### config.mk
export PLATFORM = sky130hd
export DESIGN_NAME = ocu_channel
export DESIGN_NICKNAME = d
export VERILOG_FILES = /design/src/rtl/ocu_pkg.sv /design/src/rtl/ocu_cmp_store.sv /design/src/rtl/ocu_match.sv /design/src/rtl/ocu_wave.sv /design/src/rtl/ocu_channel.sv
export SDC_FILE = /design/constraint.sdc
export NUM_CORES = 1
export LEC_CHECK = 0
export CAP_MARGIN = 25
export CORE_UTILIZATION = 45
export DETAILED_ROUTE_END_ITERATION = 7
export HOLD_SLACK_MARGIN = 0.03
export PLACE_DENSITY = 0.81
export SKIP_CTS_REPAIR_TIMING = 1
export SLEW_MARGIN = 0
export SYNTH_ARGS = -nofsm -noshare
export SYNTH_HDL_FRONTEND = slang
export SYNTH_HIERARCHICAL = 1
export SYNTH_SLANG_ARGS = --single-unit
export TNS_END_PERCENT = 50
### constraint.sdc
create_clock -name clk -period 1.52 [get_ports clk]
set_input_delay 0.38 -clock clk [delete_from_list [all_inputs] [get_ports clk]]
set_output_delay 0.38 -clock clk [all_outputs]
set_load 0.02 [all_outputs]
### src/rtl/ocu_pkg.sv
package ocu_pkg;
  typedef enum logic [1:0] {
    OC_KEEP   = 2'd0,
    OC_TOGGLE = 2'd1,
    OC_CLEAR  = 2'd2,
    OC_SET    = 2'd3
  } oc_mode_e;

  localparam logic [1:0] A_CMP_LO = 2'd0;
  localparam logic [1:0] A_CMP_HI = 2'd1;
  localparam logic [1:0] A_CTRL   = 2'd2;
  localparam logic [1:0] A_STAT   = 2'd3;

  localparam int CTRL_IE_BIT    = 2;
  localparam int CTRL_FORCE_BIT = 7;

  function automatic logic oc_apply(input oc_mode_e m, input logic cur);
    case (m)
      OC_TOGGLE: oc_apply = ~cur;
      OC_CLEAR:  oc_apply = 1'b0;
      OC_SET:    oc_apply = 1'b1;
      default:   oc_apply = cur;
    endcase
  endfunction
endpackage

### src/rtl/ocu_cmp_store.sv
module ocu_cmp_store #(
  parameter int DW = 8,
  parameter int CW = 2 * DW
) (
  input  logic          clk,
  input  logic          rst_n,
  input  logic          lo_wr_i,
  input  logic          hi_wr_i,
  input  logic [DW-1:0] wdata_i,
  input  logic          pwm_i,
  input  logic          upd_i,
  output logic [CW-1:0] buf_o,
  output logic [CW-1:0] act_o
);
  logic [DW-1:0] temp_q, temp_d;
  logic [CW-1:0] buf_q, buf_d, act_q, act_d;
  logic [CW-1:0] joined;

  assign joined = {temp_q, wdata_i};

  always_comb begin
    temp_d = temp_q;
    buf_d  = buf_q;
    act_d  = act_q;
    if (hi_wr_i) temp_d = wdata_i;
    if (lo_wr_i) buf_d = joined;
    if (pwm_i) begin
      if (upd_i) act_d = buf_q;
    end else if (lo_wr_i) begin
      act_d = joined;
    end
  end

  always_ff @(posedge clk or negedge rst_n) begin
    if (!rst_n) begin
      temp_q <= '0;
      buf_q  <= '0;
      act_q  <= '0;
    end else begin
      temp_q <= temp_d;
      buf_q  <= buf_d;
      act_q  <= act_d;
    end
  end

  assign buf_o = buf_q;
  assign act_o = act_q;
endmodule

### src/rtl/ocu_match.sv
module ocu_match #(
  parameter int CW = 16
) (
  input  logic          clk,
  input  logic          rst_n,
  input  logic [CW-1:0] cnt_i,
  input  logic [CW-1:0] act_i,
  input  logic          tick_i,
  input  logic          cnt_wr_i,
  output logic          match_o
);
  logic mask_q, mask_d;

  always_comb begin
    mask_d = mask_q;
    if (cnt_wr_i)    mask_d = 1'b1;
    else if (tick_i) mask_d = 1'b0;
  end

  always_ff @(posedge clk or negedge rst_n) begin
    if (!rst_n) mask_q <= 1'b0;
    else        mask_q <= mask_d;
  end

  assign match_o = tick_i & ~mask_q & (cnt_i == act_i);
endmodule

### src/rtl/ocu_wave.sv
module ocu_wave
  import ocu_pkg::*;
(
  input  logic     clk,
  input  logic     rst_n,
  input  oc_mode_e mode_i,
  input  logic     force_i,
  input  oc_mode_e force_mode_i,
  input  logic     pwm_i,
  input  logic     upd_i,
  input  logic     match_i,
  output logic     oc_o
);
  logic oc_q, oc_d;

  always_comb begin
    oc_d = oc_q;
    if (force_i) begin
      oc_d = oc_apply(force_mode_i, oc_q);
    end else if (pwm_i && upd_i) begin
      if (mode_i == OC_CLEAR)     oc_d = 1'b1;
      else if (mode_i == OC_SET)  oc_d = 1'b0;
    end else if (match_i) begin
      oc_d = oc_apply(mode_i, oc_q);
    end
  end

  always_ff @(posedge clk or negedge rst_n) begin
    if (!rst_n) oc_q <= 1'b0;
    else        oc_q <= oc_d;
  end

  assign oc_o = oc_q;
endmodule

### src/rtl/ocu_channel.sv
module ocu_channel
  import ocu_pkg::*;
#(
  parameter int DW = 8,
  parameter int CW = 2 * DW
) (
  input  logic          clk,
  input  logic          rst_n,
  input  logic          bus_wr_i,
  input  logic [1:0]    bus_addr_i,
  input  logic [DW-1:0] bus_wdata_i,
  output logic [DW-1:0] bus_rdata_o,
  input  logic [CW-1:0] cnt_i,
  input  logic          tick_i,
  input  logic          cnt_wr_i,
  input  logic          pwm_i,
  input  logic          upd_i,
  input  logic          irq_ack_i,
  output logic          oc_o,
  output logic          irq_o
);
  logic          lo_wr, hi_wr, ctrl_wr, stat_wr;
  logic          force_evt, match_evt;
  logic [CW-1:0] cmp_buf, cmp_act;
  oc_mode_e      mode_q, mode_d, wr_mode;
  logic          ie_q, ie_d, flag_q, flag_d;

  assign lo_wr   = bus_wr_i && (bus_addr_i == A_CMP_LO);
  assign hi_wr   = bus_wr_i && (bus_addr_i == A_CMP_HI);
  assign ctrl_wr = bus_wr_i && (bus_addr_i == A_CTRL);
  assign stat_wr = bus_wr_i && (bus_addr_i == A_STAT);
  assign wr_mode = oc_mode_e'(bus_wdata_i[1:0]);
  assign force_evt = ctrl_wr && bus_wdata_i[CTRL_FORCE_BIT] && !pwm_i;

  ocu_cmp_store #(.DW(DW), .CW(CW)) u_store (
    .clk(clk), .rst_n(rst_n), .lo_wr_i(lo_wr), .hi_wr_i(hi_wr),
    .wdata_i(bus_wdata_i), .pwm_i(pwm_i), .upd_i(upd_i),
    .buf_o(cmp_buf), .act_o(cmp_act)
  );

  ocu_match #(.CW(CW)) u_match (
    .clk(clk), .rst_n(rst_n), .cnt_i(cnt_i), .act_i(cmp_act),
    .tick_i(tick_i), .cnt_wr_i(cnt_wr_i), .match_o(match_evt)
  );

  ocu_wave u_wave (
    .clk(clk), .rst_n(rst_n), .mode_i(mode_q), .force_i(force_evt),
    .force_mode_i(wr_mode), .pwm_i(pwm_i), .upd_i(upd_i),
    .match_i(match_evt), .oc_o(oc_o)
  );

  always_comb begin
    mode_d = mode_q;
    ie_d   = ie_q;
    flag_d = flag_q;
    if (ctrl_wr) begin
      mode_d = wr_mode;
      ie_d   = bus_wdata_i[CTRL_IE_BIT];
    end
    if (match_evt)                                flag_d = 1'b1;
    else if ((stat_wr && bus_wdata_i[0]) || irq_ack_i) flag_d = 1'b0;
  end

  always_ff @(posedge clk or negedge rst_n) begin
    if (!rst_n) begin
      mode_q <= OC_KEEP;
      ie_q   <= 1'b0;
      flag_q <= 1'b0;
    end else begin
      mode_q <= mode_d;
      ie_q   <= ie_d;
      flag_q <= flag_d;
    end
  end

  always_comb begin
    bus_rdata_o = '0;
    case (bus_addr_i)
      A_CMP_LO: bus_rdata_o = cmp_buf[DW-1:0];
      A_CMP_HI: bus_rdata_o = cmp_buf[CW-1:DW];
      A_CTRL: begin
        bus_rdata_o[1:0]         = mode_q;
        bus_rdata_o[CTRL_IE_BIT] = ie_q;
      end
      default:  bus_rdata_o[0] = flag_q;
    endcase
  end

  assign irq_o = flag_q & ie_q;
endmodule

==> impl_metrics.toml, run 1 <==
[clocking]
clk_pin_slew_ps = 80
cts_made_buffers = 5
clock_insertion_delay_worst_skew_ps = 300
cts_buffer_depth = 2
htree_levels = 2
clock-sinks = 46
cts_root_buffer = "clkbuf_8"
tritoncts = "yes"

[sta]
slew-limit-headroom_pct = 79.8
achievable-frequency_mhz = 518
tightest_slew_ps = 300
setup_violations = 4
grt_setup_unrepaired = "yes"
final_critical_path_setup_slack_ps = -411
layout_worst_path_cycle_share_pct = 127
fin_tns_setup_ps = -945
clock-skew-final_ps = 4.10
timing.final.crit_period_ps = 1930
hold_viol_final = 0
slew_violations = 0

[layout]
antenna_cells_inserted = 0
num-nets-final = 321
multiInputGateArea_mm2 = 0.00136
syn2layout_area_growth_pct = 39.8
nFillCells = 439
finish.utilization_pct = 65.6
register_area_mm2 = 0.00115
final_cell_area_mm2 = 0.00363
drive_gt1_share_pct = 39.2

[detailed_routing]
detailroute.wirelength.met2_um = 3040
detail_route.drc_violations = 0
post_drt_wl_per_cell_um = 17.2
met3RoutedLength_um = 219
ant_nets = 0
detail_route.vias_per_cell = 5.22
drt_wl_total_um = 6190
m1WireLength_um = 2860
detail_route.first_pass.iterations = 4
routed-via-count = 1879
topRoutingLayerUsed = "met4"
drt-initial-drc-count = 62

[setup_path]
arrival_worst_endpoint_ps = 2100
worstSetupStartpointType = "primary input"
crit_fanout = 3
cp-end-kind = "flop"
flop_to_flop_setup_slack_ps = -330
crit-reg2reg-capture = "u_wave/oc_o"
worst_r2r_path_depth = 8
critical_path.startpoint = "cnt_i[12]"
r2r_start = "u_store/act_o[15]"
worstSetupPathType = "in -> reg"
data_required_time_of_the_critical_path_ps = 1690

[global_routing]
final_global_route_overflow_total = 0
initial_antenna_violation_count = 0
grt_pass1_vias = 2059
grt_max_degree = 47
globalRouteTotalUtil_pct = 21.6
first_pass_grt_wire_length_um = 10000

[yosys]
syn_nets = 226
netlist-cell-type-count = 33
synth.top_cell.area_share_pct = 44.3
synth.cells.most_frequent = "mux2i_1 (55), dfrtp_1 (46), xor2_1 (16), mux2_4 (14), mux2_2 (13)"
number_of_enable_type_register_cells_in_the_synthesized_netlist = 0
yosysMostFrequentCell = "mux2i_1"
avgSynthCellArea_um2 = 13.5
yosys_most_used_dff = "dfrtp_1"
ys_seq_area_share_pct = 44.3
yosysWarningCount = 6
post_synthesis_cell_area_mm2 = 0.00260
share_of_synthesized_flip_flops_with_an_asynchronous_set_or_reset_pct = 100
synth_top_cells_by_area = "dfrtp_1 (44%), mux2i_1 (21%), mux2_4 (8.1%)"
syn_inst = 192
synth_seq_cells = 46
cell_type_with_the_highest_aggregate_area_in_the_netlist = "dfrtp_1"

[status]
violations = "setup timing"
status = "complete, but fails checks"

[flow_run]
cap_violations = 0

[floorplanning]
pin_count = 44
dieArea_mm2 = 0.00608
core_area_mm2 = 0.00554
initial_utilization_pct = 46.9
std_cell_rows = 27
die_height_um = 78.0
die_width_um = 78.0

[pwr]
p_per_area_mw_per_mm2 = 1220
cellLeakagePower_nw = 1.79
peak_supply_drop_mv = 0.631

[placement]
place_hpwl_um = 4290
gpl.final_weighted_congestion = 0.756
post_dp_cell_area_mm2 = 0.00342
port_buffers = 43

[hold_path]
hold_class = "in -> async"
-- kinds of logic (layout without fill, tap and decap cells) --
| group | count (synthesis) | count (layout) | synth area share, % |
|---|---|---|---|
| flops | 46 | 46 | 44.3 |
| xor+xnor | 17 | 17 | 5.73 |
| mux | 83 | 83 | 35.9 |
| simple gates | 24 | 24 | 6.12 |
| buf+inv | 14 | 110 | 5.35 |
| compound gates | 8 | 8 | 2.55 |
-- worst max-delay path: stages --
cell	delay [ps]
clkdlybuf4s50_1	420
xor2_1	180
nor4_2	310
nand4_1	150
nor4_2	180
buf_4	180
inv_1	40
a31oi_1	140
a32oi_1	120
-- cell type report --
cell class | instances | area share [%]
Clock buffer | 5 | 1.89
Clock inverter | 3 | 1.10
Inverter | 3 | 0.310
Multi-Input combinational cell | 132 | 37.4
Sequential cell | 46 | 31.7
Tap cell | 72 | 2.48
Timing Repair Buffer | 99 | 25.1
-- routing by layer --
metal | vias up | GRT usage [%]
li1 | 881 | -
met1 | 952 | 27.9
met2 | 40 | 37.3
met3 | 6 | 3.88
met4 | 0 | 5.74
met5 | - | 0
-- how the worst max path moves through the flow --
stage	endpoint	slack, ps	cells after the start
finish	u_wave/oc_o	-410	9
global route	u_wave/oc_o	-410	9
CTS	bus_rdata_o[2]	-940	5
detailed placement	bus_rdata_o[2]	-920	5
global placement	bus_rdata_o[0]	-860	3
floorplan	u_wave/oc_o	-10	7
-- cell usage in the layout (no fill, tap or decap), drive strengths merged, types with 3 or more instances in the layout --
cell,n
inv,3
dlymetal6s2s,12
buf,59
dfrtp,46
xor2,16
nand4,3
mux2i,55
clkbuf,12
nor4,4
nor2,6
clkdlybuf4s50,21
mux2,27
-- report_power, final --
group | internal, mW | total, mW | switching, mW
sequential | 1.56 | 1.81 | 0.257
clock | 0.484 | 0.901 | 0.417
combinational | 1.01 | 1.70 | 0.683
total | 3.06 | 4.41 | 1.36
-- metrics by stage --
stage,power [mW],hold WS [ps],worst slack [ps],instances
after floorplan,2.63,84.4,-10.9,192
final,4.41,41.5,-411,360
after CTS,4.37,55.8,-940,356
after detailed placement,3.44,383,-924,348
after global routing,4.66,57.1,-414,360
after global placement,3.37,383,-856,348
-- registers in the layout (all words and copies together) (netlist names) --
signal	cells
ie_q	1
mode_q	2
u_store/buf_o	16
u_store/act_o	16
flag_q	1
u_wave/oc_o	1
u_match/mask_q	1
u_store/temp_q	8
No activity file was read; power rests on OpenSTA's default activity.
==> inputs of run 2 (changes only) <==
--- a/config.mk
+++ b/config.mk
@@ -5,6 +5,7 @@
 export SDC_FILE = /design/constraint.sdc
 export NUM_CORES = 1
 export LEC_CHECK = 0
+export ABC_AREA = 1
 export CAP_MARGIN = 25
 export CORE_UTILIZATION = 45
 export DETAILED_ROUTE_END_ITERATION = 7
==> run 2 against run 1 <==
Compared with the run above:
- the run still ends with setup timing left
- combinational power shrank 46%
- die area increased by 0.99%
- worst hold slack got worse by 9.9 ps
- sequential cell count did not move
- global-route usage shrank 0.17 points
- clock-buffer cell count did not move
- critical path depth increased by 5
- core utilization down 2.6 points
- wire length fell by 1.1%
- via count rose by 32%
- cell count is 43% higher
- clock skew rose by 2.7 ps
- largest power group unchanged
==> impl_metrics.toml, run 2 <==
[status]
status = "complete, but fails checks"
violations = "setup timing"

[sta]
grt_setup_unrepaired = "yes"
hold_ws_ps = 31.6
timing.final.crit_period_ps = 1540
setup_violations = 1
hold_viol_final = 0
layout_worst_path_cycle_share_pct = 102
clock-skew-final_ps = 6.82
achievable-frequency_mhz = 648
final_critical_path_setup_slack_ps = -24.1
fin_tns_setup_ps = -24.1
slew-limit-headroom_pct = 83.6
tightest_slew_ps = 244
slew_violations = 0

[layout]
drive_gt1_share_pct = 15.2
mostFrequentLayoutCells = "nand2_1 (158), inv_1 (46), dfrtp_1 (46), nand3_1 (28), buf_4 (27)"
antenna_cells_inserted = 0
final_cell_area_mm2 = 0.00351
final_common_cell = "nand2_1"
num-nets-final = 475
syn2layout_area_growth_pct = 33.8
nFillCells = 477
finish.utilization_pct = 63.0

[yosys]
syn_inst = 372
avgSynthCellArea_um2 = 7.05
yosysWarningCount = 6
number_of_enable_type_register_cells_in_the_synthesized_netlist = 0
ys_seq_area_share_pct = 43.9
syn_nets = 406
synth.top_cell.area_share_pct = 43.9
yosysMostFrequentCell = "nand2_1"
synth_seq_cells = 46
netlist-cell-type-count = 30
yosys_most_used_dff = "dfrtp_1"
synth_top_cells_by_area = "dfrtp_1 (44%), nand2_1 (23%), inv_1 (6.9%)"
cell_type_with_the_highest_aggregate_area_in_the_netlist = "dfrtp_1"
synth.cells.most_frequent = "nand2_1 (158), inv_1 (48), dfrtp_1 (46), nand3_1 (28), nor2_1 (22)"
post_synthesis_cell_area_mm2 = 0.00262
share_of_synthesized_flip_flops_with_an_asynchronous_set_or_reset_pct = 100

[global_routing]
grt_max_degree = 47
grt_pass1_vias = 2383
globalRouteTotalUtil_pct = 21.5
final_global_route_overflow_total = 0
first_pass_grt_wire_length_um = 10300
initial_antenna_violation_count = 0

[detailed_routing]
detail_route.first_pass.iterations = 5
post_drt_wl_per_cell_um = 11.9
detail_route.vias_per_cell = 4.83
ant_nets = 0
drt-initial-drc-count = 184
detail_route.drc_violations = 0
drt_wl_total_um = 6120
routed-via-count = 2483

[setup_path]
crit_fanout = 3
crit_end = "u_wave/oc_o"
data_required_time_of_the_critical_path_ps = 1730
critical_path_s_largest_stage_delay_ps = 470
cp-end-kind = "flop"
crit_top_cell = "nand2_1"
critPathSlowestCell = "clkdlybuf4s50_1"
worst_r2r_path_depth = 14
critical_path.startpoint = "cnt_i[12]"
r2r_start = "u_store/act_o[5]"
worstPathCellList = "clkdlybuf4s50_1, inv_1, nand2_1, nand2_1, nor2_1, nand3_1, nor2_4, nor2_1, nand2_1, nand2_1, inv_1, nand3_1, nand2_1, nand2_1"
arrival_worst_endpoint_ps = 1750
crit-reg2reg-capture = "u_wave/oc_o"
worstSetupPathType = "in -> reg"
worstSetupStartpointType = "primary input"
flop_to_flop_setup_slack_ps = 10

[pwr]
share_of_total_power_consumed_by_net_switching_pct = 30.4
internal-power_mw = 2.53
p_seq_share_pct = 44.2
total_switching_power_mw = 1.10
peak_supply_drop_mv = 0.593
cellLeakagePower_nw = 1.98
clockPowerShare_pct = 30.3
p_per_area_mw_per_mm2 = 1030
power.share.combinational_pct = 25.5

[clocking]
cts_buffer_depth = 2
clk_pin_slew_ps = 90
clock-sinks = 46
htree_levels = 2
cts_root_buffer = "clkbuf_8"
tritoncts = "yes"
clock_insertion_delay_worst_skew_ps = 310
cts_made_buffers = 5

[flow_run]
cap_violations = 0

[floorplanning]
die_width_um = 78.4
initial_utilization_pct = 47.1
pin_count = 44
die_height_um = 78.4
std_cell_rows = 27
core_area_mm2 = 0.00557
dieArea_mm2 = 0.00614

[placement]
gpl.final_weighted_congestion = 0.859
port_buffers = 43
dp_worst_setup_slack_ps = -826
place_hpwl_um = 4370
post_dp_cell_area_mm2 = 0.00332

[hold_path]
hold_class = "in -> async"
[run 2: area by class of cell]
| cell class | instances | area, µm² | area share (%) |
|---|---|---|---|
| clock buffer | 5 | 68.8 | 1.96 |
| tap | 72 | 90.1 | 2.57 |
| clock inverter | 3 | 68.8 | 1.96 |
| timing repair buffer | 74 | 714 | 20.4 |
| inverter | 52 | 203 | 5.78 |
| multi-input combinational | 262 | 1210 | 34.6 |
| sequential | 46 | 1150 | 32.8 |
[run 2: power groups by stage]
stage          Clock [mW]  Sequential [mW]  Combinational, mW
4_1_cts              1.11             1.60              0.931
5_1_grt              1.17             1.63               1.05
2_1_floorplan           0             1.60              0.533
6_report             1.10             1.60              0.924
3_3_place_gp            0             1.62              0.897
3_5_place_dp            0             1.63              0.924
[run 2: metrics by stage]
step | total power, mW | instances
finish | 3.63 | 514
global route | 3.85 | 514
CTS | 3.65 | 511
detailed placement | 2.55 | 503
global placement | 2.52 | 503
floorplan | 2.13 | 372
[run 2: how the worst min path moves through the flow]
| stage | endpoint | slack, ps | cells past startpoint |
|---|---|---|---|
| after detailed placement | u_wave/oc_o | 380 | 2 |
| after global placement | u_wave/oc_o | 380 | 2 |
| after CTS | u_wave/oc_o | 50 | 2 |
| after floorplan | flag_q | 80 | 0 |
| final | u_wave/oc_o | 30 | 2 |
| after global routing | u_store/act_o[9] | 50 | 2 |
[run 2: logic make-up after synthesis]
family                 share of synthesized area (%)
AND/OR/NAND/NOR                                 36.4
buffers and inverters                           11.0
flip-flops                                      43.9
AO/OA/AOI/OAI                                   7.01
XOR/XNOR                                        1.67
[run 2: metal layers]
| metal | global-route usage, % | share of wire, % | wire [µm] | vias to the layer above |
|---|---|---|---|---|
| met1 | 27.9 | 45 | 2780 | 1153 |
| met5 | 0 | 0 | 0 | - |
| met4 | 7.59 | 1.6 | 99 | 0 |
| met2 | 35.7 | 49 | 3010 | 46 |
| met3 | 4.07 | 3.8 | 232 | 8 |
| li1 | - | - | - | 1276 |
[run 2: worst max-delay path: cells and delay by family]
kind,cells,cell delay [ps]
AND/OR/NAND/NOR,11,780
buffers and inverters,3,580
